$ cat src/rtl/qdr_seq_pkg.sv
package qdr_seq_pkg;

  // Which port the current cycle serves
  typedef enum logic {
    SLOT_READ  = 1'b0,
    SLOT_WRITE = 1'b1
  } slot_e;

  // Active-low select pair driven to the RAM
  typedef struct packed {
    logic rd_sel_n;
    logic wr_sel_n;
  } sel_pair_t;

  function automatic sel_pair_t slot_selects(input slot_e s);
    sel_pair_t p;
    p.rd_sel_n = (s != SLOT_READ);
    p.wr_sel_n = (s != SLOT_WRITE);
    return p;
  endfunction

  function automatic slot_e next_slot(input slot_e s);
    return (s == SLOT_READ) ? SLOT_WRITE : SLOT_READ;
  endfunction

endpackage

$ cat src/rtl/qdr_warmup_timer.sv
module qdr_warmup_timer #(
  parameter int unsigned WAIT_CYCLES = 10240
) (
  input  logic clk,
  input  logic rst,
  output logic warm_done
);
  localparam int unsigned CNT_W = $clog2(WAIT_CYCLES + 1);
  localparam logic [CNT_W-1:0] CNT_END = CNT_W'(WAIT_CYCLES);

  logic [CNT_W-1:0] cnt_q;

  // Saturating count of commands since reset
  always_ff @(posedge clk) begin
    if (rst) begin
      cnt_q <= '0;
    end else if (cnt_q != CNT_END) begin
      cnt_q <= cnt_q + 1'b1;
    end
  end

  assign warm_done = (cnt_q == CNT_END);

endmodule

$ cat src/rtl/qdr_slot_picker.sv
module qdr_slot_picker
  import qdr_seq_pkg::*;
#(
  parameter int unsigned       ADDR_W     = 20,
  parameter logic [ADDR_W-1:0] DUMMY_ADDR = '0
) (
  input  logic              clk,
  input  logic              rst,
  input  logic              warm_done,
  input  logic              cal_done,
  input  logic              rd_pending,
  input  logic [ADDR_W-1:0] rd_addr,
  input  logic              wr_pending,
  input  logic [ADDR_W-1:0] wr_addr,
  output logic              mem_rd_n,
  output logic              mem_wr_n,
  output logic [ADDR_W-1:0] mem_addr,
  output logic              rd_pop,
  output logic              wr_pop,
  output logic              burst_take,
  output logic              burst_real
);

  slot_e             slot_q;
  logic              rd_go;
  logic              wr_go;
  logic [ADDR_W-1:0] addr_d;
  sel_pair_t         sel_d;

  // Decide the command that leaves on the next edge
  always_comb begin
    rd_go = (slot_q == SLOT_READ)  && warm_done && cal_done && rd_pending;
    wr_go = (slot_q == SLOT_WRITE) && warm_done && wr_pending;
    sel_d = slot_selects(slot_q);
    if (slot_q == SLOT_READ) begin
      addr_d = rd_go ? rd_addr : DUMMY_ADDR;
    end else begin
      addr_d = wr_go ? wr_addr : DUMMY_ADDR;
    end
  end

  always_ff @(posedge clk) begin
    if (rst) begin
      slot_q   <= SLOT_READ;
      mem_rd_n <= 1'b1;
      mem_wr_n <= 1'b1;
      mem_addr <= '0;
      rd_pop   <= 1'b0;
      wr_pop   <= 1'b0;
    end else begin
      slot_q   <= next_slot(slot_q);
      mem_rd_n <= sel_d.rd_sel_n;
      mem_wr_n <= sel_d.wr_sel_n;
      mem_addr <= addr_d;
      rd_pop   <= rd_go;
      wr_pop   <= wr_go;
    end
  end

  // The data stager loads on every write slot, real or dummy
  assign burst_take = (slot_q == SLOT_WRITE);
  assign burst_real = wr_go;

endmodule

$ cat src/rtl/qdr_wburst_stager.sv
module qdr_wburst_stager #(
  parameter int unsigned DATA_W = 18,
  parameter int unsigned BE_W   = 2
) (
  input  logic                  clk,
  input  logic                  rst,
  input  logic                  burst_take,
  input  logic                  burst_real,
  input  logic [4*DATA_W-1:0]   wr_data,
  input  logic [BE_W-1:0]       wr_be_n,
  output logic [DATA_W-1:0]     mem_d_rise,
  output logic [DATA_W-1:0]     mem_d_fall,
  output logic [BE_W-1:0]       mem_bw_n
);
  localparam int unsigned WORDS   = 4;
  localparam int unsigned PAIRS   = WORDS / 2;
  localparam int unsigned BURST_W = WORDS * DATA_W;

  logic [BURST_W-1:0] hold_q;
  logic [BE_W-1:0]    hold_be_q;
  logic               first_q;
  logic               second_q;
  logic [DATA_W-1:0]  rise_w [PAIRS];
  logic [DATA_W-1:0]  fall_w [PAIRS];

  // Word pair p goes out in data cycle p: even word rising, odd word falling
  for (genvar p = 0; p < PAIRS; p++) begin : g_pair
    assign rise_w[p] = hold_q[(2*p)*DATA_W +: DATA_W];
    assign fall_w[p] = hold_q[(2*p+1)*DATA_W +: DATA_W];
  end

  always_ff @(posedge clk) begin
    if (rst) begin
      hold_q     <= '0;
      hold_be_q  <= '1;
      first_q    <= 1'b0;
      second_q   <= 1'b0;
      mem_d_rise <= '0;
      mem_d_fall <= '0;
      mem_bw_n   <= '1;
    end else begin
      if (burst_take) begin
        hold_q    <= burst_real ? wr_data : '0;
        hold_be_q <= burst_real ? wr_be_n : '1;
      end
      first_q  <= burst_take;
      second_q <= first_q;
      if (first_q) begin
        mem_d_rise <= rise_w[0];
        mem_d_fall <= fall_w[0];
        mem_bw_n   <= hold_be_q;
      end else if (second_q) begin
        mem_d_rise <= rise_w[1];
        mem_d_fall <= fall_w[1];
        mem_bw_n   <= hold_be_q;
      end else begin
        mem_d_rise <= '0;
        mem_d_fall <= '0;
        mem_bw_n   <= '1;
      end
    end
  end

endmodule

$ cat src/rtl/qdr_rd_return_tracker.sv
module qdr_rd_return_tracker #(
  parameter int unsigned RD_LATENCY = 2
) (
  input  logic clk,
  input  logic rst,
  input  logic rd_issued,
  output logic rd_data_due
);
  logic [RD_LATENCY-1:0] pipe_q;

  if (RD_LATENCY == 1) begin : g_one
    always_ff @(posedge clk) begin
      if (rst) pipe_q <= '0;
      else     pipe_q <= rd_issued;
    end
  end else begin : g_many
    always_ff @(posedge clk) begin
      if (rst) pipe_q <= '0;
      else     pipe_q <= {pipe_q[RD_LATENCY-2:0], rd_issued};
    end
  end

  assign rd_data_due = pipe_q[RD_LATENCY-1];

endmodule

$ cat src/rtl/qdr_b4_sequencer.sv
module qdr_b4_sequencer #(
  parameter int unsigned       ADDR_W      = 20,
  parameter int unsigned       DATA_W      = 18,
  parameter int unsigned       BE_W        = 2,
  parameter int unsigned       WAIT_CYCLES = 10240,
  parameter int unsigned       RD_LATENCY  = 2,
  parameter logic [ADDR_W-1:0] DUMMY_ADDR  = '0
) (
  input  logic                clk,
  input  logic                rst,
  input  logic                cal_done,
  input  logic                rd_pending,
  input  logic [ADDR_W-1:0]   rd_addr,
  output logic                rd_pop,
  input  logic                wr_pending,
  input  logic [ADDR_W-1:0]   wr_addr,
  input  logic [4*DATA_W-1:0] wr_data,
  input  logic [BE_W-1:0]     wr_be_n,
  output logic                wr_pop,
  output logic                mem_rd_n,
  output logic                mem_wr_n,
  output logic [ADDR_W-1:0]   mem_addr,
  output logic [DATA_W-1:0]   mem_d_rise,
  output logic [DATA_W-1:0]   mem_d_fall,
  output logic [BE_W-1:0]     mem_bw_n,
  output logic                rd_data_due
);

  logic warm_done;
  logic burst_take;
  logic burst_real;

  qdr_warmup_timer #(
    .WAIT_CYCLES (WAIT_CYCLES)
  ) u_warm (
    .clk       (clk),
    .rst       (rst),
    .warm_done (warm_done)
  );

  qdr_slot_picker #(
    .ADDR_W     (ADDR_W),
    .DUMMY_ADDR (DUMMY_ADDR)
  ) u_pick (
    .clk        (clk),
    .rst        (rst),
    .warm_done  (warm_done),
    .cal_done   (cal_done),
    .rd_pending (rd_pending),
    .rd_addr    (rd_addr),
    .wr_pending (wr_pending),
    .wr_addr    (wr_addr),
    .mem_rd_n   (mem_rd_n),
    .mem_wr_n   (mem_wr_n),
    .mem_addr   (mem_addr),
    .rd_pop     (rd_pop),
    .wr_pop     (wr_pop),
    .burst_take (burst_take),
    .burst_real (burst_real)
  );

  qdr_wburst_stager #(
    .DATA_W (DATA_W),
    .BE_W   (BE_W)
  ) u_wdat (
    .clk        (clk),
    .rst        (rst),
    .burst_take (burst_take),
    .burst_real (burst_real),
    .wr_data    (wr_data),
    .wr_be_n    (wr_be_n),
    .mem_d_rise (mem_d_rise),
    .mem_d_fall (mem_d_fall),
    .mem_bw_n   (mem_bw_n)
  );

  // rd_pop is high exactly in cycles holding a real read on the pins
  qdr_rd_return_tracker #(
    .RD_LATENCY (RD_LATENCY)
  ) u_rret (
    .clk         (clk),
    .rst         (rst),
    .rd_issued   (rd_pop),
    .rd_data_due (rd_data_due)
  );

endmodule

$ cat config.mk
export PLATFORM = sky130hd
export DESIGN_NAME = qdr_b4_sequencer
export DESIGN_NICKNAME = d
export VERILOG_FILES = /design/src/rtl/qdr_seq_pkg.sv /design/src/rtl/qdr_warmup_timer.sv /design/src/rtl/qdr_slot_picker.sv /design/src/rtl/qdr_wburst_stager.sv /design/src/rtl/qdr_rd_return_tracker.sv /design/src/rtl/qdr_b4_sequencer.sv
export SDC_FILE = /design/constraint.sdc
export NUM_CORES = 1
export LEC_CHECK = 0
export ABC_AREA = 1
export BUFFER_PORTS_ARGS = -buffer_cell sky130_fd_sc_hd__buf_4
export CAP_MARGIN = 20
export CORE_MARGIN = 1.5
export CORE_UTILIZATION = 25
export DETAILED_ROUTE_END_ITERATION = 7
export SYNTH_ARGS = -nofsm -noshare
export SYNTH_HDL_FRONTEND = slang
export SYNTH_HIERARCHICAL = 1
export SYNTH_SLANG_ARGS = --single-unit
$ cat constraint.sdc
create_clock -name clk -period 1.9 [get_ports clk]
set_clock_uncertainty 0.15 [all_clocks]
set_input_delay 0.38 -clock clk [delete_from_list [all_inputs] [get_ports clk]]
set_output_delay 0.38 -clock clk [all_outputs]
set_load 0.02 [all_outputs]
==> metrics.cfg, run 1 <==
[layout]
drive_gt1_share_pct=35.95
final_cells=1345
fin_area_um2=9205
area_growth_pct=48.60
antennaDiodeCount=0
fillerInstances=2496
regArea_um2=3110
post-route-util_pct=37.85
multi_input_area_um2=2741
layout.nets=1130

[worst_setup_path]
crit_arrival_ps=2190
required_ps=2100
path_class=reg -> reg
startpoint_type=flip-flop
worstRegToRegCells=11
cp_max_fo=6
end_kind=flip-flop

[min_path]
min_path_cells=3
hp-class=in -> reg

[detailed_routing]
vias=5960
dr.pass1.iters=4
wl_um=18800
drc=0
antenna_left=0
wl_per_cell_um=13.98
dr.first_iter.drc_count=345
vias_per_cell=4.431

[placed_design]
dp_slack_ps=-62.96
postPlaceCellArea_um2=8048
portBuffers=181
gp_congestion=0.7624
dp_cells=1296
post-dp-hpwl_um=12060

[cts]
htree_levels=4
cts_tree=yes
clkTransAtPathRegs_ps=70
cts_buffers=17
root_buffer=clkbuf_16
clockBufferDepth=2
cts.sinks=155
clk_latency_ps=420

[synthesis]
yosysMostFrequentCell=nand2_1
synth_area_um2=6195
synth_sequential_area_ratio_pct=50.09
netlist.area_leader.share_pct=50.09
syn_avg_cell_area_um2=7.705
synth_cells=804
netlist_top_cells_area=dfxtp_1 50%, nand2_1 12%, nand3_1 9.9%
synth_flop_cell=dfxtp_1
async_flop_share_pct=0
synthTopCellsByCount=193 x nand2_1, 155 x dfxtp_1, 123 x nand3_1
yosysTopAreaCell=dfxtp_1
ys_ff_latch=155
synth_cell_type_count=25
synth_enable_flop_cells=0
yosys_warnings=6
synthesis.nets=925

[run]
drv_cap=0

[timing]
fmax_ghz=0.5013
setup_slack_ps=-94.99
post-route-period-util_pct=105.0
hold_viol_final=0
maxSlewViolCount=0
relSlewSlack_pct=59.32
tightest_slew_ps=610.2
min_period_ps=1995
setup_viol=60
rsz0062_at_grt=true
whs_ps=27.36

[global_routing]
antenna_found_initial=1
grt_max_degree=54
grt_usage_pct=14.07
overflow=0
grt_pass1_vias=5694
grt_pass1_wl_um=28790

[pwr]
power_density_nw_per_um2=822.8
power_leakage_nw=3.656
ir_worst_vdd_mv=0.4507

[floorplan]
coreArea_um2=24320
chipHeight_um=160.4
die_area_um2=25730
die_x_um=160.4
io_pins=182
rows=57
start_util_pct=25.47

[status]
violations=setup timing
status=finished with violations

power by group:
| part | switching [mW] | total [mW] | internal, mW |
|---|---|---|---|
| clock | 1.39 | 3.59 | 2.20 |
| sequential | 0.0215 | 3.31 | 3.29 |
| combinational | 0.368 | 0.673 | 0.305 |
| total | 1.78 | 7.57 | 5.79 |
flip-flops by register name (all words and copies together) (netlist names), 2 cells and up:
name               flops
u_warm/cnt_q          14
u_pick/mem_addr       20
u_wdat/mem_bw_n        2
u_wdat/mem_d_fall     18
u_wdat/mem_d_rise     18
u_wdat/hold_be_q       2
u_wdat/hold_q         72
u_rret/pipe_q          2
metal layers:
| layer | vias up | global-route usage [%] | routed length (um) | part of all wire, % |
|---|---|---|---|---|
| met1 | 2790 | 17.40 | 8568 | 46 |
| met4 | 2 | 3.611 | 160 | 0.85 |
| met5 | - | 0 | 16 | 0.085 |
| met3 | 14 | 5.114 | 1327 | 7.1 |
| met2 | 161 | 23.12 | 8729 | 46 |
| li1 | 2993 | - | - | - |
cell usage in the layout (no fill, tap or decap), drive strengths merged:
cell and n:
a211oi 1, clkbuf 24, inv 61, o21ai 4, ha 2, clkinvlp 1
nand3 124, xor2 3, nor2 74, nor4 1, clkinv 5, or2 1
a21oi 119, nand2 197, nor3 2, buf 239, dfxtp 155, bufinv 4
nand4 4
repair_timing:
item | CTS | global route
hold buffers | 0 | 0
pin swaps | 8 | 30
setup endpoints to repair | 64 | 90
gates resized for setup | 21 | 51
gates cloned | 0 | 5
buffers inserted | 10 | 5
logic make-up (layout without fill, tap and decap cells):
| group | count (synthesis) | in the layout | synth area share (%) |
|---|---|---|---|
| AO/OA/AOI/OAI | 124 | 124 | 10.75 |
| AND/OR/NAND/NOR | 403 | 403 | 28.22 |
| adder cells (fa/ha/maj) | 2 | 2 | 0.4039 |
| flip-flops | 155 | 155 | 50.09 |
| XOR/XNOR | 3 | 3 | 0.4242 |
| buffers and inverters | 117 | 334 | 10.12 |
worst max-delay path, cell delays in order, from the launching register on:
cell,delay (ps)
dfxtp_2,320
inv_2,80
ha_4,140
nand2_4,60
nor4_4,290
nand2_2,120
nor2_4,130
buf_12,150
buf_12,110
clkbuf_16,140
nand3_1,70
a21oi_1,160
worst paths after layout:
kind	start	end	slack, ps
max	u_warm/cnt_q[0]	u_wdat/hold_q[51]	-90
min	rd_addr[9]	u_pick/mem_addr[9]	30
max reg2reg	u_warm/cnt_q[0]	u_wdat/hold_q[51]	-90
min reg2reg	u_rret/pipe_q[0]	u_rret/pipe_q[1]	260
area by class of cell:
type	count	area share [%]
clock inverter	11	1.835
multi-input combinational	532	29.78
clock buffer	20	4.744
sequential	155	33.79
timing repair buffer	243	23.00
tap	324	4.404
inverter	60	2.447
through the flow:
step | setup TNS (ps) | power (mW)
6_report | -2964 | 7.574
5_1_grt | -12280 | 7.851
4_1_cts | -1134 | 7.646
3_5_place_dp | -2049 | 4.019
3_3_place_gp | -312.1 | 4.021
2_1_floorplan | -203.9 | 3.692
No activity file was read; power rests on OpenSTA's default activity.
==> run 2, diff against run 1 <==
--- a/config.mk
+++ b/config.mk
@@ -9,8 +9,9 @@
 export BUFFER_PORTS_ARGS = -buffer_cell sky130_fd_sc_hd__buf_4
 export CAP_MARGIN = 20
 export CORE_MARGIN = 1.5
-export CORE_UTILIZATION = 25
+export CORE_UTILIZATION = 46
 export DETAILED_ROUTE_END_ITERATION = 7
+export PLACE_DENSITY = 0.75
 export SYNTH_ARGS = -nofsm -noshare
 export SYNTH_HDL_FRONTEND = slang
 export SYNTH_HIERARCHICAL = 1
==> metrics.cfg, run 2 (synthesized netlist as in run 1, its figures left out) <==
[status]
status=finished with violations
violations=setup timing

[floorplan]
die_area_um2=14170
io_pins=182
start_util_pct=46.96
coreArea_um2=13190
die_x_um=119.0
rows=42
chipHeight_um=119.0

[worst_setup_path]
worstRegToRegCells=10
path_class=reg -> reg
startpoint_type=flip-flop
cp_max_fo=8
critPathMaxStageDelay_ps=340
cp_slowest_cell=nor4_4
crit_arrival_ps=2190
r2r-start=u_warm/cnt_q[10]
crit_path_frequent_cell=buf_12
end_kind=flip-flop
required_ps=2100
r2r_setup_slack_ps=-80
crit_chain=nor2_2 > nand3_2 > nor4_4 > nand2_2 > nor2_4 > buf_12 > buf_12 > buf_12 > nand3_1 > a21oi_2
r2r-end=u_wdat/hold_q[54]

[layout]
antennaDiodeCount=0
drive_gt1_share_pct=34.02
reg_top3=u_wdat/hold_q: 72 flops, u_pick/mem_addr: 20 flops
final_common_cell=buf_4
largest_reg_flops=72
area_growth_pct=42.38
layout.nets=1122
layout.cells.most_common_list=213 x buf_4, 189 x nand2_1, 149 x dfxtp_1, 104 x nand3_1, 100 x a21oi_1
top_register=u_wdat/hold_q

[pwr]
power_density_nw_per_um2=829.5
power_leakage_nw=3.594
ir_worst_vdd_mv=0.5626

[cts]
cts_buffers=17
cts_hold_buffers=0
cts_tree=yes
clockBufferDepth=2
htree_levels=4
root_buffer=clkbuf_16
clk_latency_ps=420
clkTransAtPathRegs_ps=60
cts.sinks=155

[global_routing]
grt_usage_pct=23.36
grt_max_degree=59
overflow=0
grt_pass1_wl_um=26380
antenna_found_initial=0
grt_pass1_vias=5554

[detailed_routing]
dr.first_iter.drc_count=505
drc=0
antenna_left=0
wl_um=16870
vias_per_cell=5.019
wl_per_cell_um=14.18
dr.pass1.iters=5
vias=5973

[timing]
maxSlewViolCount=0
min_period_ps=1983
setup_slack_ps=-82.59
hold_viol_final=0
fmax_ghz=0.5044
relSlewSlack_pct=65.86
tightest_slew_ps=512.1
post-route-period-util_pct=104.3
setup_viol=56
rsz0062_at_grt=true
tns_ps=-1641
whs_ps=23.54

[min_path]
hp-class=in -> reg
min_from=wr_addr[0]
min_to=u_pick/mem_addr[0]
min_path_cells=3

[placed_design]
gp_congestion=0.8042
portBuffers=181
post-dp-hpwl_um=10460

[run]
drv_cap=0

[run 2: cell types whose count changed in the layout (fill, tap and decap cells not counted), moves of 2 or more]
cell and change:
buf_12 -4, buf_8 +3, nand3_2 -10, a21oi_1 +6
buf_4 -4, bufinv_16 -2, nand3_1 +10, buf_6 -2
clkbuf_8 +3, a21oi_2 -6
[run 2: worst max-delay path by stage]
stage / startpoint / to / slack (ps) / cells past startpoint
floorplan: u_warm/cnt_q[9] / u_wdat/hold_q[53] / -10 / 10
global placement: u_warm/cnt_q[6] / u_wdat/hold_q[32] / 20 / 8
detailed placement: u_warm/cnt_q[9] / u_wdat/hold_q[1] / -150 / 8
CTS: u_warm/cnt_q[1] / u_wdat/hold_q[55] / -90 / 11
global route: u_warm/cnt_q[10] / u_wdat/hold_q[55] / -190 / 10
finish: u_warm/cnt_q[10] / u_wdat/hold_q[54] / -80 / 10
[run 2: cell type report]
cell class | count | area [um^2]
clock buffer | 22 | 474.2
clock inverter | 10 | 116.4
fill | 1138 | 4370
inverter | 60 | 225.2
multi-input combinational | 532 | 2669
sequential | 155 | 3110
tap | 176 | 220.2
timing repair buffer | 235 | 2004
[run 2: repair_timing]
| item | CTS | global route |
|---|---|---|
| buffers inserted | 11 | 2 |
| gates cloned | 0 | 4 |
| resized for setup | 30 | 32 |
| pin swaps | 9 | 22 |
| endpoints found under the setup margin | 72 | 94 |
[run 2: worst max-delay path: cells and delay by family (launching register included)]
| family | cells | cell delay, ps |
|---|---|---|
| buffers and inverters | 3 | 360 |
| AOI/OAI and AO/OA | 1 | 150 |
| and+or+nand+nor | 6 | 910 |
| DFF | 1 | 330 |
[run 2: metrics by stage]
step | power, mW | setup slack (ps) | util, % | std cells | area, um^2
2_1_floorplan | 3.692 | -12.79 | - | 804 | 6218
3_3_place_gp | 3.995 | 19.29 | 59.18 | 1144 | 7806
3_5_place_dp | 3.998 | -150.3 | 59.18 | 1144 | 7806
4_1_cts | 7.357 | -93.51 | 65.17 | 1186 | 8596
5_1_grt | 7.576 | -192.9 | 66.87 | 1190 | 8820
6_report | 7.316 | -82.59 | 66.87 | 1190 | 8820
[run 2: metal layers]
metal | part of all wire (%) | track usage [%] | vias up
met5 | 0 | 0 | -
met4 | 1.2 | 7.681 | 0
met3 | 8.4 | 8.333 | 18
met2 | 50 | 39.81 | 219
met1 | 41 | 27.31 | 2747
li1 | - | - | 2989
[run 2: power breakdown]
part / switching [mW] / internal [mW] / leakage, nW / total (mW)
clock network: 1.31 / 2.04 / 0.286 / 3.35
registers: 0.0214 / 3.29 / 1.26 / 3.31
logic: 0.350 / 0.304 / 2.05 / 0.654
total: 1.68 / 5.63 / 3.59 / 7.32
